## src/rtl/emg_pkg.sv

```systemverilog
// Package: shared encodings for the emergency input request detector.
// Assumes a 16-bit register port with two addresses.
package emg_pkg;
    typedef enum logic [1:0] {
        MODE_EDGE  = 2'b00,
        MODE_DIV_A = 2'b01,
        MODE_DIV_B = 2'b10,
        MODE_DIV_C = 2'b11
    } pin_mode_e;

    localparam int   REG_W     = 16;
    localparam int   IE_BIT    = 15;
    localparam logic ADDR_CTRL = 1'b0;
    localparam logic ADDR_FLAG = 1'b1;
endpackage

```

## src/rtl/emg_prescaler.sv

```systemverilog
// Module: free-running prescaler producing three one-cycle sample strobes.
// Assumes DIV_A, DIV_B and DIV_C are powers of two with DIV_C the largest,
// so each strobe fires when the low bits of one shared counter are all ones.
module emg_prescaler #(
    parameter int DIV_A = 8,
    parameter int DIV_B = 16,
    parameter int DIV_C = 128
) (
    input  logic clk,
    input  logic rst_n,
    output logic stb_a,
    output logic stb_b,
    output logic stb_c
);
    localparam int CW = $clog2(DIV_C);
    localparam int AW = $clog2(DIV_A);
    localparam int BW = $clog2(DIV_B);

    logic [CW-1:0] cnt;

    // Purpose: advance the shared divider every clock.
    always_ff @(posedge clk) begin
        if (!rst_n) cnt <= '0;
        else        cnt <= cnt + 1'b1;
    end

    assign stb_a = &cnt[AW-1:0];
    assign stb_b = &cnt[BW-1:0];
    assign stb_c = &cnt;
endmodule

```

## src/rtl/emg_pin_detect.sv

```systemverilog
// Module: per-input request detector.
// Synchronizes one active-low input and detects either a falling edge or
// RUN consecutive low samples on the selected strobe. Produces a one-cycle
// request pulse. Assumes the strobes are one-cycle pulses.
module emg_pin_detect
    import emg_pkg::*;
#(
    parameter int RUN = 16
) (
    input  logic       clk,
    input  logic       rst_n,
    input  logic       pin_n,
    input  logic [1:0] mode,
    input  logic       stb_a,
    input  logic       stb_b,
    input  logic       stb_c,
    output logic       req
);
    localparam int            CW   = $clog2(RUN + 1);
    localparam logic [CW-1:0] FULL = CW'(RUN);
    localparam logic [CW-1:0] LAST = CW'(RUN - 1);

    logic          sync1, sync2, prev;
    logic [1:0]    mode_q;
    logic [CW-1:0] cnt;
    logic          mode_chg, level, stb_sel, fall, qual;

    assign mode_chg = (mode != mode_q);
    assign level    = (mode != MODE_EDGE);

    // Purpose: choose the sample strobe that matches the current mode.
    always_comb begin
        case (mode)
            MODE_DIV_A: stb_sel = stb_a;
            MODE_DIV_B: stb_sel = stb_b;
            MODE_DIV_C: stb_sel = stb_c;
            default:    stb_sel = 1'b0;
        endcase
    end

    // Purpose: two-flop synchronizer and edge history, idle high.
    always_ff @(posedge clk) begin
        if (!rst_n) begin
            sync1 <= 1'b1;
            sync2 <= 1'b1;
            prev  <= 1'b1;
        end else begin
            sync1 <= pin_n;
            sync2 <= sync1;
            prev  <= sync2;
        end
    end

    // Purpose: remember the last mode so that a change can be seen.
    always_ff @(posedge clk) begin
        if (!rst_n) mode_q <= MODE_EDGE;
        else        mode_q <= mode;
    end

    // Purpose: consecutive-low counter with restart and saturation.
    always_ff @(posedge clk) begin
        if (!rst_n) begin
            cnt <= '0;
        end else if (mode_chg || !level) begin
            cnt <= '0;
        end else if (stb_sel) begin
            if (sync2)             cnt <= '0;
            else if (cnt != FULL)  cnt <= cnt + 1'b1;
        end
    end

    assign fall = !level && !mode_chg && prev && !sync2;
    assign qual = level && !mode_chg && stb_sel && !sync2 && (cnt == LAST);
    assign req  = fall || qual;

    AST_CNT_LIMIT: assert property (@(posedge clk) disable iff (!rst_n)
        cnt <= FULL);
    AST_HIGH_RESTART: assert property (@(posedge clk) disable iff (!rst_n)
        (level && !mode_chg && stb_sel && sync2) |=> (cnt == '0));
    AST_MODE_CHG_CLEAR: assert property (@(posedge clk) disable iff (!rst_n)
        mode_chg |=> (cnt == '0));
    AST_EDGE_REQ: assert property (@(posedge clk) disable iff (!rst_n)
        (!level && !mode_chg && $fell(sync2)) |-> req);
endmodule

```

## src/rtl/emg_regs.sv

```systemverilog
// Module: control and flag registers with sticky flags and interrupt gating.
// Control layout: input i mode at [2i+1:2i], enable at bit IE_BIT. Flags at
// [NUM_PINS-1:0]. Assumes 2*NUM_PINS <= IE_BIT and that read and write
// strobes never coincide.
module emg_regs
    import emg_pkg::*;
#(
    parameter int NUM_PINS = 3
) (
    input  logic                  clk,
    input  logic                  rst_n,
    input  logic                  reg_wr,
    input  logic                  reg_rd,
    input  logic                  reg_addr,
    input  logic [REG_W-1:0]      reg_wdata,
    output logic [REG_W-1:0]      reg_rdata,
    input  logic [NUM_PINS-1:0]   req,
    output logic [2*NUM_PINS-1:0] modes,
    output logic                  irq
);
    localparam int MW = 2 * NUM_PINS;

    logic                ie_q;
    logic [NUM_PINS-1:0] flags, armed;
    logic                wr_ctrl, wr_flag, rd_flag;
    logic                unused_wdata;

    assign wr_ctrl      = reg_wr && (reg_addr == ADDR_CTRL);
    assign wr_flag      = reg_wr && (reg_addr == ADDR_FLAG);
    assign rd_flag      = reg_rd && (reg_addr == ADDR_FLAG);
    assign unused_wdata = ^reg_wdata;

    // Purpose: control register holding mode fields and interrupt enable.
    always_ff @(posedge clk) begin
        if (!rst_n) begin
            modes <= '0;
            ie_q  <= 1'b0;
        end else if (wr_ctrl) begin
            modes <= reg_wdata[MW-1:0];
            ie_q  <= reg_wdata[IE_BIT];
        end
    end

    for (genvar i = 0; i < NUM_PINS; i++) begin : g_flag
        logic clr;
        assign clr = wr_flag && !reg_wdata[i] && armed[i];

        // Purpose: sticky flag where a new request beats a clear.
        always_ff @(posedge clk) begin
            if (!rst_n)      flags[i] <= 1'b0;
            else if (req[i]) flags[i] <= 1'b1;
            else if (clr)    flags[i] <= 1'b0;
        end

        // Purpose: remember that software has seen this flag set.
        always_ff @(posedge clk) begin
            if (!rst_n)                  armed[i] <= 1'b0;
            else if (clr || !flags[i])   armed[i] <= 1'b0;
            else if (rd_flag)            armed[i] <= 1'b1;
        end
    end

    // Purpose: read mux, with unused and reserved bits forced to zero.
    always_comb begin
        reg_rdata = '0;
        if (reg_addr == ADDR_CTRL) begin
            reg_rdata[MW-1:0]  = modes;
            reg_rdata[IE_BIT]  = ie_q;
        end else begin
            reg_rdata[NUM_PINS-1:0] = flags;
        end
    end

    assign irq = ie_q && (|flags);

    AST_FLAG_STICKY: assert property (@(posedge clk) disable iff (!rst_n)
        !wr_flag |=> (($past(flags) & ~flags) == '0));
    AST_SET_WINS: assert property (@(posedge clk) disable iff (!rst_n)
        (|req) |=> ((flags & $past(req)) == $past(req)));
    AST_NO_BLIND_CLEAR: assert property (@(posedge clk) disable iff (!rst_n)
        (armed == '0) |=> (($past(flags) & ~flags) == '0));
endmodule

```

## src/rtl/emg_input_detect.sv

```systemverilog
// Module: top of the emergency input request detector.
// Ties one shared prescaler, one detector per input and the register block
// together. Assumes pin_n is asynchronous and the register port is synchronous.
module emg_input_detect
    import emg_pkg::*;
#(
    parameter int NUM_PINS = 3,
    parameter int RUN      = 16,
    parameter int DIV_A    = 8,
    parameter int DIV_B    = 16,
    parameter int DIV_C    = 128
) (
    input  logic                clk,
    input  logic                rst_n,
    input  logic [NUM_PINS-1:0] pin_n,
    input  logic                reg_wr,
    input  logic                reg_rd,
    input  logic                reg_addr,
    input  logic [15:0]         reg_wdata,
    output logic [15:0]         reg_rdata,
    output logic                irq
);
    logic                  stb_a, stb_b, stb_c;
    logic [NUM_PINS-1:0]   req;
    logic [2*NUM_PINS-1:0] modes;

    emg_prescaler #(.DIV_A(DIV_A), .DIV_B(DIV_B), .DIV_C(DIV_C)) u_presc (
        .clk(clk), .rst_n(rst_n), .stb_a(stb_a), .stb_b(stb_b), .stb_c(stb_c)
    );

    for (genvar i = 0; i < NUM_PINS; i++) begin : g_pin
        emg_pin_detect #(.RUN(RUN)) u_det (
            .clk(clk), .rst_n(rst_n), .pin_n(pin_n[i]),
            .mode(modes[2*i +: 2]),
            .stb_a(stb_a), .stb_b(stb_b), .stb_c(stb_c),
            .req(req[i])
        );
    end

    emg_regs #(.NUM_PINS(NUM_PINS)) u_regs (
        .clk(clk), .rst_n(rst_n), .reg_wr(reg_wr), .reg_rd(reg_rd),
        .reg_addr(reg_addr), .reg_wdata(reg_wdata), .reg_rdata(reg_rdata),
        .req(req), .modes(modes), .irq(irq)
    );
endmodule

```

## config.mk

```make
export PLATFORM = sky130hd
export DESIGN_NAME = emg_input_detect
export DESIGN_NICKNAME = d
export VERILOG_FILES = /design/src/rtl/emg_pkg.sv /design/src/rtl/emg_prescaler.sv /design/src/rtl/emg_pin_detect.sv /design/src/rtl/emg_regs.sv /design/src/rtl/emg_input_detect.sv
export SDC_FILE = /design/constraint.sdc
export NUM_CORES = 1
export LEC_CHECK = 0
export ABC_AREA = 0
export BUFFER_PORTS_ARGS = -buffer_cell sky130_fd_sc_hd__buf_2
export CAP_MARGIN = 20
export CORE_MARGIN = 8
export CORE_UTILIZATION = 55
export DETAILED_ROUTE_END_ITERATION = 10
export HOLD_SLACK_MARGIN = 0.05
export PLACE_DENSITY = 0.8
export SLEW_MARGIN = 0
export SYNTH_ARGS = -nofsm -noshare
export SYNTH_HDL_FRONTEND = slang
export SYNTH_SLANG_ARGS = --single-unit
```

## constraint.sdc

```tcl
create_clock -name clk -period 4.85 [get_ports clk]
set_clock_uncertainty 0.15 [all_clocks]
set_input_delay 0 -clock clk [delete_from_list [all_inputs] [get_ports clk]]
set_output_delay 0 -clock clk [all_outputs]
set_load 0.005 [all_outputs]
```

=== Word-level counts from Yosys, hierarchy flattened ===
Cells that the tools add are included.

* Bits in registers: 50
* Bits in writable memories: 0
* Logic and storage cells: 143
* Output and inout port bits: 17
* Bits in latches: 0
* Memories kept: 0
* Bits of input ports: 24
* Bits in read-only memories: 0

* $add $sub $neg: 4
* Muxes and demuxes: 18
* Shifts and indexed selects: 0
* Reductions and logical operators: 77
* Divide/modulo/power cells: 0
* Bitwise logic cells: 2
* Equal/unequal tests: 18
* $lt $le $gt $ge: 0
* Multiply operators: 0

{| class="wikitable"
|+ Operators by type and width
! cell !! count
|-
| 1-bit logical AND || 31
|-
| 5-bit 2-to-1 mux || 6
|-
| 2-bit nonzero test || 9
|-
| 5-bit by 1-bit adder with 5-bit output (second input constant) || 3
|-
| 5-bit by 4-bit == test with 1-bit output (second input constant) || 3
|-
| 1-bit logical NOT || 15
|-
| 5-bit != test (second input constant) || 3
|-
| 2-bit == test (second input constant) || 6
|-
| 2-bit OR reduction || 6
|-
| 1-bit logical OR || 9
|-
| 1-bit case mux with 3 select lines || 3
|-
| 7-bit by 1-bit adder with 7-bit output (second input constant) || 1
|-
| 1-bit 2-to-1 mux || 7
|-
| 7-bit AND reduction || 1
|-
| 2-bit by 1-bit == test with 1-bit output (second input constant) || 3
|-
| 3-bit 2-to-1 mux || 2
|-
| 2-bit != test || 3
|-
| 2-bit AND reduction || 3
|-
| 4-bit AND reduction || 1
|-
| 3-bit AND reduction || 1
|-
| 3-bit OR reduction || 1
|-
| 1-bit inverter || 2
|}

=== Logic depth before layout (Yosys ltp) ===
Gate-level depths: netlist (run 1).

* Word-level depth: 8
* Mapped depth: 7
* Depth with buffers taken out: 7

=== Hierarchy ===
A second synthesis (run 1) with hierarchy kept.

* Cell total of the unflattened synthesis: 281
* Area total of the unflattened synthesis: 2623.8 um^2

{| class="wikitable"
|+ Modules (own cells, without submodules)
! module !! seq. area each (um^2) !! times used !! area each (um^2) !! cells each
|-
| emg_pin_detect (g_pin[0].u_det ...) || 200.2 || 2 || 559.3 || 63
|-
| emg_regs || 260.2 || 1 || 653.1 || 64
|-
| emg_pin_detect (g_pin[1].u_det) || 200.2 || 1 || 556.8 || 63
|-
| emg_prescaler || 140.1 || 1 || 295.3 || 28
|}

=== Worst setup path before layout (run 1) ===
No wires, ideal clock.

* Path kind: register to register
* Start: register u_presc.cnt[0]
* End: register g_pin[0].u_det.cnt[4]
* Required time: 4.612 ns
* Arrival: 1.863 ns
* Path slack: 2.749 ns
* Buffers on the path: 0
* Cell stages (with the launch flop): 7
* Period minus slack after synthesis: 2.101 ns
* Library setup time: 0.088 ns
* Cells stage by stage: dfxtp_1 -> ha_1 -> ha_1 -> and3b_2 -> and3b_1 -> or4_4 -> o32ai_2

* Word-level cells in the longest chain between the ends: 3
* Elaborated cells on any way between the ends: 5
* Classes of those cells: mux (1); reduce/logical (4)

{| class="wikitable"
|+ RTL lines
! item !! line !! text
|-
| from (decl) || emg_prescaler.sv:19 || <nowiki>logic [CW-1:0] cnt;</nowiki>
|-
| from (signal assigned) || emg_prescaler.sv:24 || <nowiki>else cnt <= cnt + 1'b1;</nowiki>
|-
| 7-bit AND reduction (tied with other cells) || emg_prescaler.sv:29 || <nowiki>assign stb_c = &cnt;</nowiki>
|-
| 1-bit case mux with 3 select lines * || emg_pin_detect.sv:33 || <nowiki>case (mode)</nowiki>
|-
| 2-bit AND reduction (no source line) * || - ||
|-
| to (signal assigned) || emg_pin_detect.sv:68 || <nowiki>else if (cnt != FULL) cnt <= cnt + 1'b1;</nowiki>
|-
| to (decl) || emg_pin_detect.sv:25 || <nowiki>logic [CW-1:0] cnt;</nowiki>
|}

Mark *: on every way between the ends. The rest lies on a longest branch, timed or not.
A chain may end at the register's enable or synchronous reset.

=== Final worst setup path (run 1) ===
Same ends and word-level chain as after synthesis.

==> run_results.csv, run 1 <==
group,metric,value,unit
routing,ant_nets,0,
sta,max_freq,0.4205,GHz
critical_path,crit_arrival,2450,ps
floorplanning,initial_core_util,55.59,%
place,dpl_cell_area,2626,sq um
routing,wl_met2,2529,um
critical_path,crit_type,"reg -> reg",
logic_synthesis,synth_top_area_cell,"dfxtp_1",
clock_tree,cts_tree,"done",
floorplanning,dieArea,7085,sq um
final_layout,drive_gt1_share,12.54,%
clock_tree,clockBufferDepth,2,
routing,post_drt_wl_per_cell,14.02,um
logic_synthesis,synth.top_cell.area_share,39.16,%
floorplanning,core,4598,sq um
final_layout,final_nets,361,
logic_synthesis,synth_edf_count,0,
logic_synthesis,ys_top_cells_by_count,"dfxtp_1 (50), nor2_1 (29), nand2_1 (23)",
job,drv_cap,0,
final_layout,antenna_cells,0,
critical_path,path_common_cell,"ha_1",
sta,fin_crit_sh,49.04,%
critical_path,end_kind,"flop",
critical_path,critPathLaunchType,"flop",
routing,drt_first_pass_iters,4,
place,numPortBuffers,22,
routing,post-route-drc-count,0,
grt,grt_util_all_layers,15.50,%
logic_synthesis,synth-simple-area-share,28.10,%
routing,highest_layer,"met4",
final_layout,layout.cells.non_filler,381,
sta,slew_headroom,45.40,%
clock_tree,clkLatencyLatePin,310,ps
logic_synthesis,yosys_warnings,0,
floorplanning,die_h,84.18,um
power,p_per_area,267.1,nW/um^2
sta,setup_tns,0,ps
sta,hold_viol,0,
power,vdd_drop_max,0.0002487,V
routing,wl_met1,2447,um
clock_tree,cts_max_level,2,
logic_synthesis,syn_inst,292,
min_path,hold_path_class,"reg -> reg",
sta,fin_crit,2378,ps
logic_synthesis,synth_area_leaders,"dfxtp_1 (39%), ha_1 (5.4%), mux2i_1 (5.1%)",
logic_synthesis,async_reset_ff_share,0,%
critical_path,required,4920,ps
power,p_leak,1.194,nW
logic_synthesis,synth.area.mux_share,6.412,%
sta,maxSlewViolCount,0,
logic_synthesis,yosys.cell_types.count,52,
logic_synthesis,ys_dominant_reg_cell,"dfxtp_1",
critical_path,slowest_stage,"or4_4",
logic_synthesis,ys_seq_area_share,39.16,%
routing,wl_met3,238,um
floorplanning,io_pins,41,
power,report.power.total,0.7844,mW
grt,gr-total-overflow,0,
clock_tree,root_buffer,"clkbuf_8",
logic_synthesis,synth_area_per_cell,8.754,sq um
sta,worst_slew_pin_slew,817.3,ps
logic_synthesis,syn-cell-area,2556,sq um
routing,routed_wl,5342,um
place,gp_congestion,0.8571,
sta,rsz0062_at_grt,"no",
logic_synthesis,synth_xor_xnor_area_share,2.398,%
sta,worst_slack,2472,ps
final_layout,fin_area,2937,sq um
routing,vias,2121,
clock_tree,numCtsBuffers,5,
critical_path,cpPeakStageDelay,530,ps
final_layout,area_delta_synth_final,14.88,%
logic_synthesis,synth_compound_area_share,10.96,%
place,dpl.cell_count,353,
logic_synthesis,synth_top_family_by_area,"simple AND/OR/NAND/NOR gates",
logic_synthesis,ys_seq_elements,50,
final_layout,nFillCells,384,
routing,vias_per_cell,5.567,
clock_tree,clock_sinks,50,
sta,holdWs,257.3,ps
sta,setup_violations,0,
run_status,status,"finished clean",
place,place_ws,2501,ps
grt,grt_pass1_vias,2047,
critical_path,crit_chain,"ha_1 > ha_1 > and3b_2 > and3b_1 > or4_4 > o32ai_2",
critical_path,cp_max_fo,6,
routing,drtIter0Drc,110,
clock_tree,path_clk_slew,90,ps
floorplanning,dieWidth,84.18,um
grt,grt_pass1_wl,9225,um
logic_synthesis,synthAdderAreaFrac,5.384,%
final_layout,post-route-util,63.86,%
grt,grt_max_degree,27,
grt,grt_antenna_before_repair,0,
logic_synthesis,synth_most_common_cell,"dfxtp_1",
floorplanning,placementRows,25,
place,post-dp-hpwl,3693,um
final cells by class:
type / count / area (sq um) / share of cell area (%)
clock inverter: 2 / 37.54 / 1.278
clock buffer: 6 / 72.57 / 2.471
timing repair buffer: 42 / 310.3 / 10.57
multi-input combinational: 213 / 1395 / 47.51
sequential: 50 / 1001 / 34.09
inverter: 14 / 52.55 / 1.790
tap: 54 / 67.56 / 2.301
worst paths after layout:
kind | slack [ps] | startpoint | cells past startpoint | end
hold / removal | 260 | g_pin[1].u_det.sync1 | 1 | g_pin[1].u_det.sync2
setup reg to reg | 2470 | u_presc.cnt[0] | 6 | g_pin[0].u_det.cnt[4]
hold reg to reg | 260 | g_pin[1].u_det.sync1 | 1 | g_pin[1].u_det.sync2
setup / recovery | 2470 | u_presc.cnt[0] | 6 | g_pin[0].u_det.cnt[4]
flip-flops by register name, indices dropped and copies added, names as in the netlist:
| signal | count |
|---|---|
| g_pin.u_det.sync2 | 3 |
| u_regs.ie_q | 1 |
| g_pin.u_det.mode_q | 6 |
| g_pin.u_det.prev | 3 |
| u_regs.armed | 3 |
| u_regs.modes | 6 |
| u_regs.flags | 3 |
| u_presc.cnt | 7 |
| g_pin.u_det.sync1 | 3 |
| g_pin.u_det.cnt | 15 |
layer usage:
metal	GRT usage, %	vias up
li1	-	1071
met1	17.99	999
met2	25.42	42
met3	4.647	9
met4	7.221	0
met5	0	-
cell usage in the layout (no fill, tap or decap), types with 2 or more instances in the layout:
cell type | Yosys | layout
a21oi_1 | 9 | 9
conb_1 | 1 | 9
o2111ai_1 | 2 | 2
inv_1 | 14 | 14
nor4bb_1 | 2 | 2
clkbuf_8 | 0 | 5
o21ai_0 | 3 | 3
o31a_1 | 2 | 2
nand3b_1 | 6 | 6
nor3_1 | 6 | 6
nand3_1 | 11 | 11
mux2_2 | 3 | 3
nor2_1 | 29 | 29
and3b_1 | 2 | 2
xnor2_1 | 3 | 3
or2_2 | 2 | 2
nor2b_1 | 7 | 7
xor2_1 | 4 | 4
a31oi_1 | 2 | 2
nand2b_1 | 8 | 8
and2_1 | 9 | 9
dfxtp_1 | 50 | 50
buf_2 | 2 | 22
nand2_1 | 23 | 23
dlygate4sd3_1 | 0 | 20
and3_1 | 10 | 10
o32ai_1 | 2 | 2
mux2i_1 | 13 | 13
o311ai_0 | 3 | 3
o31ai_1 | 2 | 2
nand4_1 | 5 | 5
o22ai_1 | 5 | 5
ha_1 | 11 | 11
nand4b_1 | 3 | 3
power by group:
part,total [mW],switching [mW],internal (mW)
clock,0.289,0.135,0.154
combinational,0.0610,0.0286,0.0324
sequential,0.434,0.0127,0.421
total,0.784,0.177,0.608
logic make-up (layout without fill, tap and decap cells):
kind of cell | count (synthesis) | in the layout
and+or+nand+nor | 131 | 131
DFF | 50 | 50
xor gates and xnor gates | 7 | 7
buffers and inverters | 37 | 64
other | 1 | 9
adders and majority gates | 11 | 11
muxes | 16 | 16
AOI/OAI and AO/OA | 39 | 39
worst max-delay path: cells and delay by family (launching register included):
family	cells	cell delay [ps]
fa+ha+maj	2	560
flops	1	360
simple gates	3	1000
compound gates	1	210
repair_timing:
| item | in CTS | in global routing |
|---|---|---|
| buffers inserted | 0 | 0 |
| hold buffers | 20 | 0 |
| hold endpoints to repair | 22 | 0 |
| gates resized for setup | 0 | 0 |
| endpoints found under the setup margin | 0 | 0 |
No activity file was read; power rests on OpenSTA's default activity.
==> inputs of run 2 (changes only) <==
--- a/config.mk
+++ b/config.mk
@@ -5,7 +5,7 @@
 export SDC_FILE = /design/constraint.sdc
 export NUM_CORES = 1
 export LEC_CHECK = 0
-export ABC_AREA = 0
+export ABC_AREA = 1
 export BUFFER_PORTS_ARGS = -buffer_cell sky130_fd_sc_hd__buf_2
 export CAP_MARGIN = 20
 export CORE_MARGIN = 8
==> constraint.sdc (replaced) <==
create_clock -name clk -period 2.25 [get_ports clk]
set_clock_uncertainty 0.15 [all_clocks]
set_input_delay 0 -clock clk [delete_from_list [all_inputs] [get_ports clk]]
set_output_delay 0 -clock clk [all_outputs]
set_load 0.005 [all_outputs]
==> run_results.csv, run 2 <==
group,metric,value,unit
floorplanning,die_h,83.62,um
final_layout,largest_reg_flops,15,
critical_path,worstSetupStartpoint,"reg_rd",
final_layout,regMostFlops,"g_pin.u_det.cnt",
critical_path,path_depth,6,
grt,grt_pass1_vias,2093,
logic_synthesis,ys_top_cells_by_count,"nand2_1 (69), dfxtp_1 (50), nor2_1 (45)",
run_status,status,"finished clean",
final_layout,nFillCells,386,
routing,vias_per_cell,5.036,
floorplanning,core,4384,sq um
floorplanning,io_pins,41,
place,place_ws,576.2,ps
critical_path,crit_type,"in -> reg",
clock_tree,cts_max_level,2,
sta,maxSlewViolCount,0,
final_layout,multi_input_area,1266,sq um
power,report.power.total,1.588,mW
clock_tree,path_clk_slew,80,ps
floorplanning,initial_core_util,57.36,%
power,p_seq_share,58.8,%
clock_tree,root_buffer,"clkbuf_8",
critical_path,slowest_stage,"dlygate4sd3_1",
critical_path,rrSetupSlack,590,ps
power,vdd_drop_max,0.0004813,V
final_layout,layout.cells.non_filler,440,
place,dpl.cell_count,413,
floorplanning,dieArea,6992,sq um
logic_synthesis,yosys_warnings,0,
grt,gr-total-overflow,0,
power,p_int,1.200,mW
place,post-dp-hpwl,3716,um
logic_synthesis,synth_compound_area_share,8.557,%
logic_synthesis,synth_top_family_by_area,"simple AND/OR/NAND/NOR gates",
place,dpl_cell_area,2620,sq um
power,combPwrFrac,10.4,%
logic_synthesis,ys_seq_area_share,39.80,%
power,p_sw_share,24.44,%
logic_synthesis,ys_seq_elements,50,
sta,max_freq,0.5218,GHz
sta,setup_tns,0,ps
power,switchingPower,0.3881,mW
logic_synthesis,synth_most_common_cell,"nand2_1",
critical_path,r2r_end,"g_pin[1].u_det.cnt[1]",
final_layout,mostFrequentLayoutCells,"nand2_1 (69), dfxtp_1 (50), nor2_1 (45)",
grt,grt_max_degree,27,
routing,post-route-drc-count,0,
grt,grt_pass1_wl,9087,um
routing,post_drt_wl_per_cell,11.89,um
final_layout,drive_gt1_share,13.40,%
routing,ant_nets,0,
logic_synthesis,async_reset_ff_share,0,%
power,p_per_area,548.2,nW/um^2
logic_synthesis,yosys.cell_types.count,28,
logic_synthesis,synth_top_area_cell,"dfxtp_1",
critical_path,crit_arrival,1950,ps
routing,drtIter0Drc,103,
logic_synthesis,synth-simple-area-share,33.58,%
clock_tree,clkLatencyLatePin,300,ps
sta,fin_crit,1916,ps
logic_synthesis,synth.area.mux_share,0,%
critical_path,end_kind,"flop",
final_layout,antenna_cells,0,
critical_path,cp_max_fo,3,
job,drv_cap,0,
power,clockPowerShare,30.8,%
final_layout,layout.area.seq,1001,sq um
final_layout,area_delta_synth_final,15.17,%
logic_synthesis,syn-cell-area,2515,sq um
sta,holdWs,146.3,ps
final_layout,final_nets,423,
floorplanning,dieWidth,83.62,um
floorplanning,placementRows,24,
clock_tree,clock_sinks,50,
sta,setup_violations,0,
sta,hold_viol,0,
sta,rsz0062_at_grt,"no",
grt,grt_util_all_layers,15.08,%
critical_path,critPathLaunchType,"primary input",
critical_path,path_common_cell,"dlygate4sd3_1",
critical_path,crit_family,"buffers and inverters",
routing,routed_wl,5233,um
critical_path,cpPeakStageDelay,600,ps
critical_path,crit_chain,"dlygate4sd3_1 > buf_2 > nand2_1 > dlygate4sd3_1 > a21oi_1 > dlygate4sd3_1",
clock_tree,clockBufferDepth,2,
final_layout,final_common_cell,"nand2_1",
place,numPortBuffers,22,
clock_tree,numCtsBuffers,5,
critical_path,r2r_start,"u_presc.cnt[0]",
logic_synthesis,synth_area_per_cell,7.269,sq um
critical_path,required,2290,ps
final_layout,fin_area,2897,sq um
logic_synthesis,synth_xor_xnor_area_share,1.393,%
min_path,hold_path_class,"in -> reg",
clock_tree,cts_tree,"done",
power,p_leak,1.232,nW
place,gp_congestion,0.8114,
sta,fin_crit_sh,85.17,%
routing,vias,2216,
logic_synthesis,ys_dominant_reg_cell,"dfxtp_1",
critical_path,crit_buf_inv,4,
sta,worst_slack,333.6,ps
routing,drt_first_pass_iters,5,
critical_path,timing.critical_path.to,"u_regs.armed[0]",
final_layout,post-route-util,66.07,%
logic_synthesis,synth.top_cell.area_share,39.80,%
logic_synthesis,synthAdderAreaFrac,5.473,%
critical_path,r2r_cells,7,
logic_synthesis,synth_area_leaders,"dfxtp_1 (40%), nand2_1 (10%), nor2_1 (6.7%)",
logic_synthesis,synth_edf_count,0,
grt,grt_antenna_before_repair,0,
logic_synthesis,syn_inst,346,
final_layout,top_regs,"g_pin.u_det.cnt: 15 flops, u_presc.cnt: 7 flops",
## run 2: what timing repair did
item,CTS,global route
endpoints found under the hold margin,25,0
hold buffers,20,0
resized for setup,0,0
setup buffers,0,0
setup endpoints to repair,0,0
## run 2: cell families (layout without fill, tap and decap cells)
| kind of cell | Yosys count | after routing |
|---|---|---|
| flops | 50 | 50 |
| compound gates | 43 | 43 |
| xor+xnor | 4 | 4 |
| simple gates | 175 | 175 |
| other cells | 1 | 9 |
| fa+ha+maj | 11 | 11 |
| buf+inv | 62 | 96 |
## run 2: worst min-delay path by stage
stage                        start                   end  slack, ps  depth (start not counted)
after floorplan           pin_n[0]  g_pin[0].u_det.sync1        -40                          1
final                     reg_addr       u_regs.flags[0]        150                          6
after CTS                 reg_addr       u_regs.flags[0]        110                          6
after detailed placement  pin_n[1]  g_pin[1].u_det.sync1         40                          2
after global placement    pin_n[0]  g_pin[0].u_det.sync1         40                          2
after global routing      reg_addr       u_regs.flags[0]        220                          6
## run 2: metal layers
| metal | track usage, % | vias to the layer above | share of wire (%) |
|---|---|---|---|
| li1 | - | 1164 | - |
| met1 | 16.58 | 1005 | 45 |
| met2 | 27.16 | 40 | 50 |
| met3 | 4.199 | 7 | 4.3 |
| met4 | 4.553 | 0 | 1.1 |
| met5 | 0 | - | 0 |
## run 2: area by class of cell
cell class,count,area share (%)
multi-input combinational,242,43.71
tap,52,2.246
clock buffer,7,2.635
inverter,47,6.134
sequential,50,34.56
timing repair buffer,42,10.71
## run 2: worst register-to-register path: stages (launching register included)
cell and delay, ps:
dfxtp_1 360, ha_1 200, ha_1 300, nand3_1 160, nand2_4 130, nand2_4 80, o21ai_1 130, nor2_1 50
## run 2: power groups by stage
stage / sequential (mW) / combinational, mW / clock [mW]
2_1_floorplan: 0.949 / 0.112 / 0
3_3_place_gp: 0.953 / 0.132 / 0
3_5_place_dp: 0.954 / 0.137 / 0
4_1_cts: 0.934 / 0.164 / 0.498
5_1_grt: 0.938 / 0.189 / 0.534
6_report: 0.934 / 0.166 / 0.489
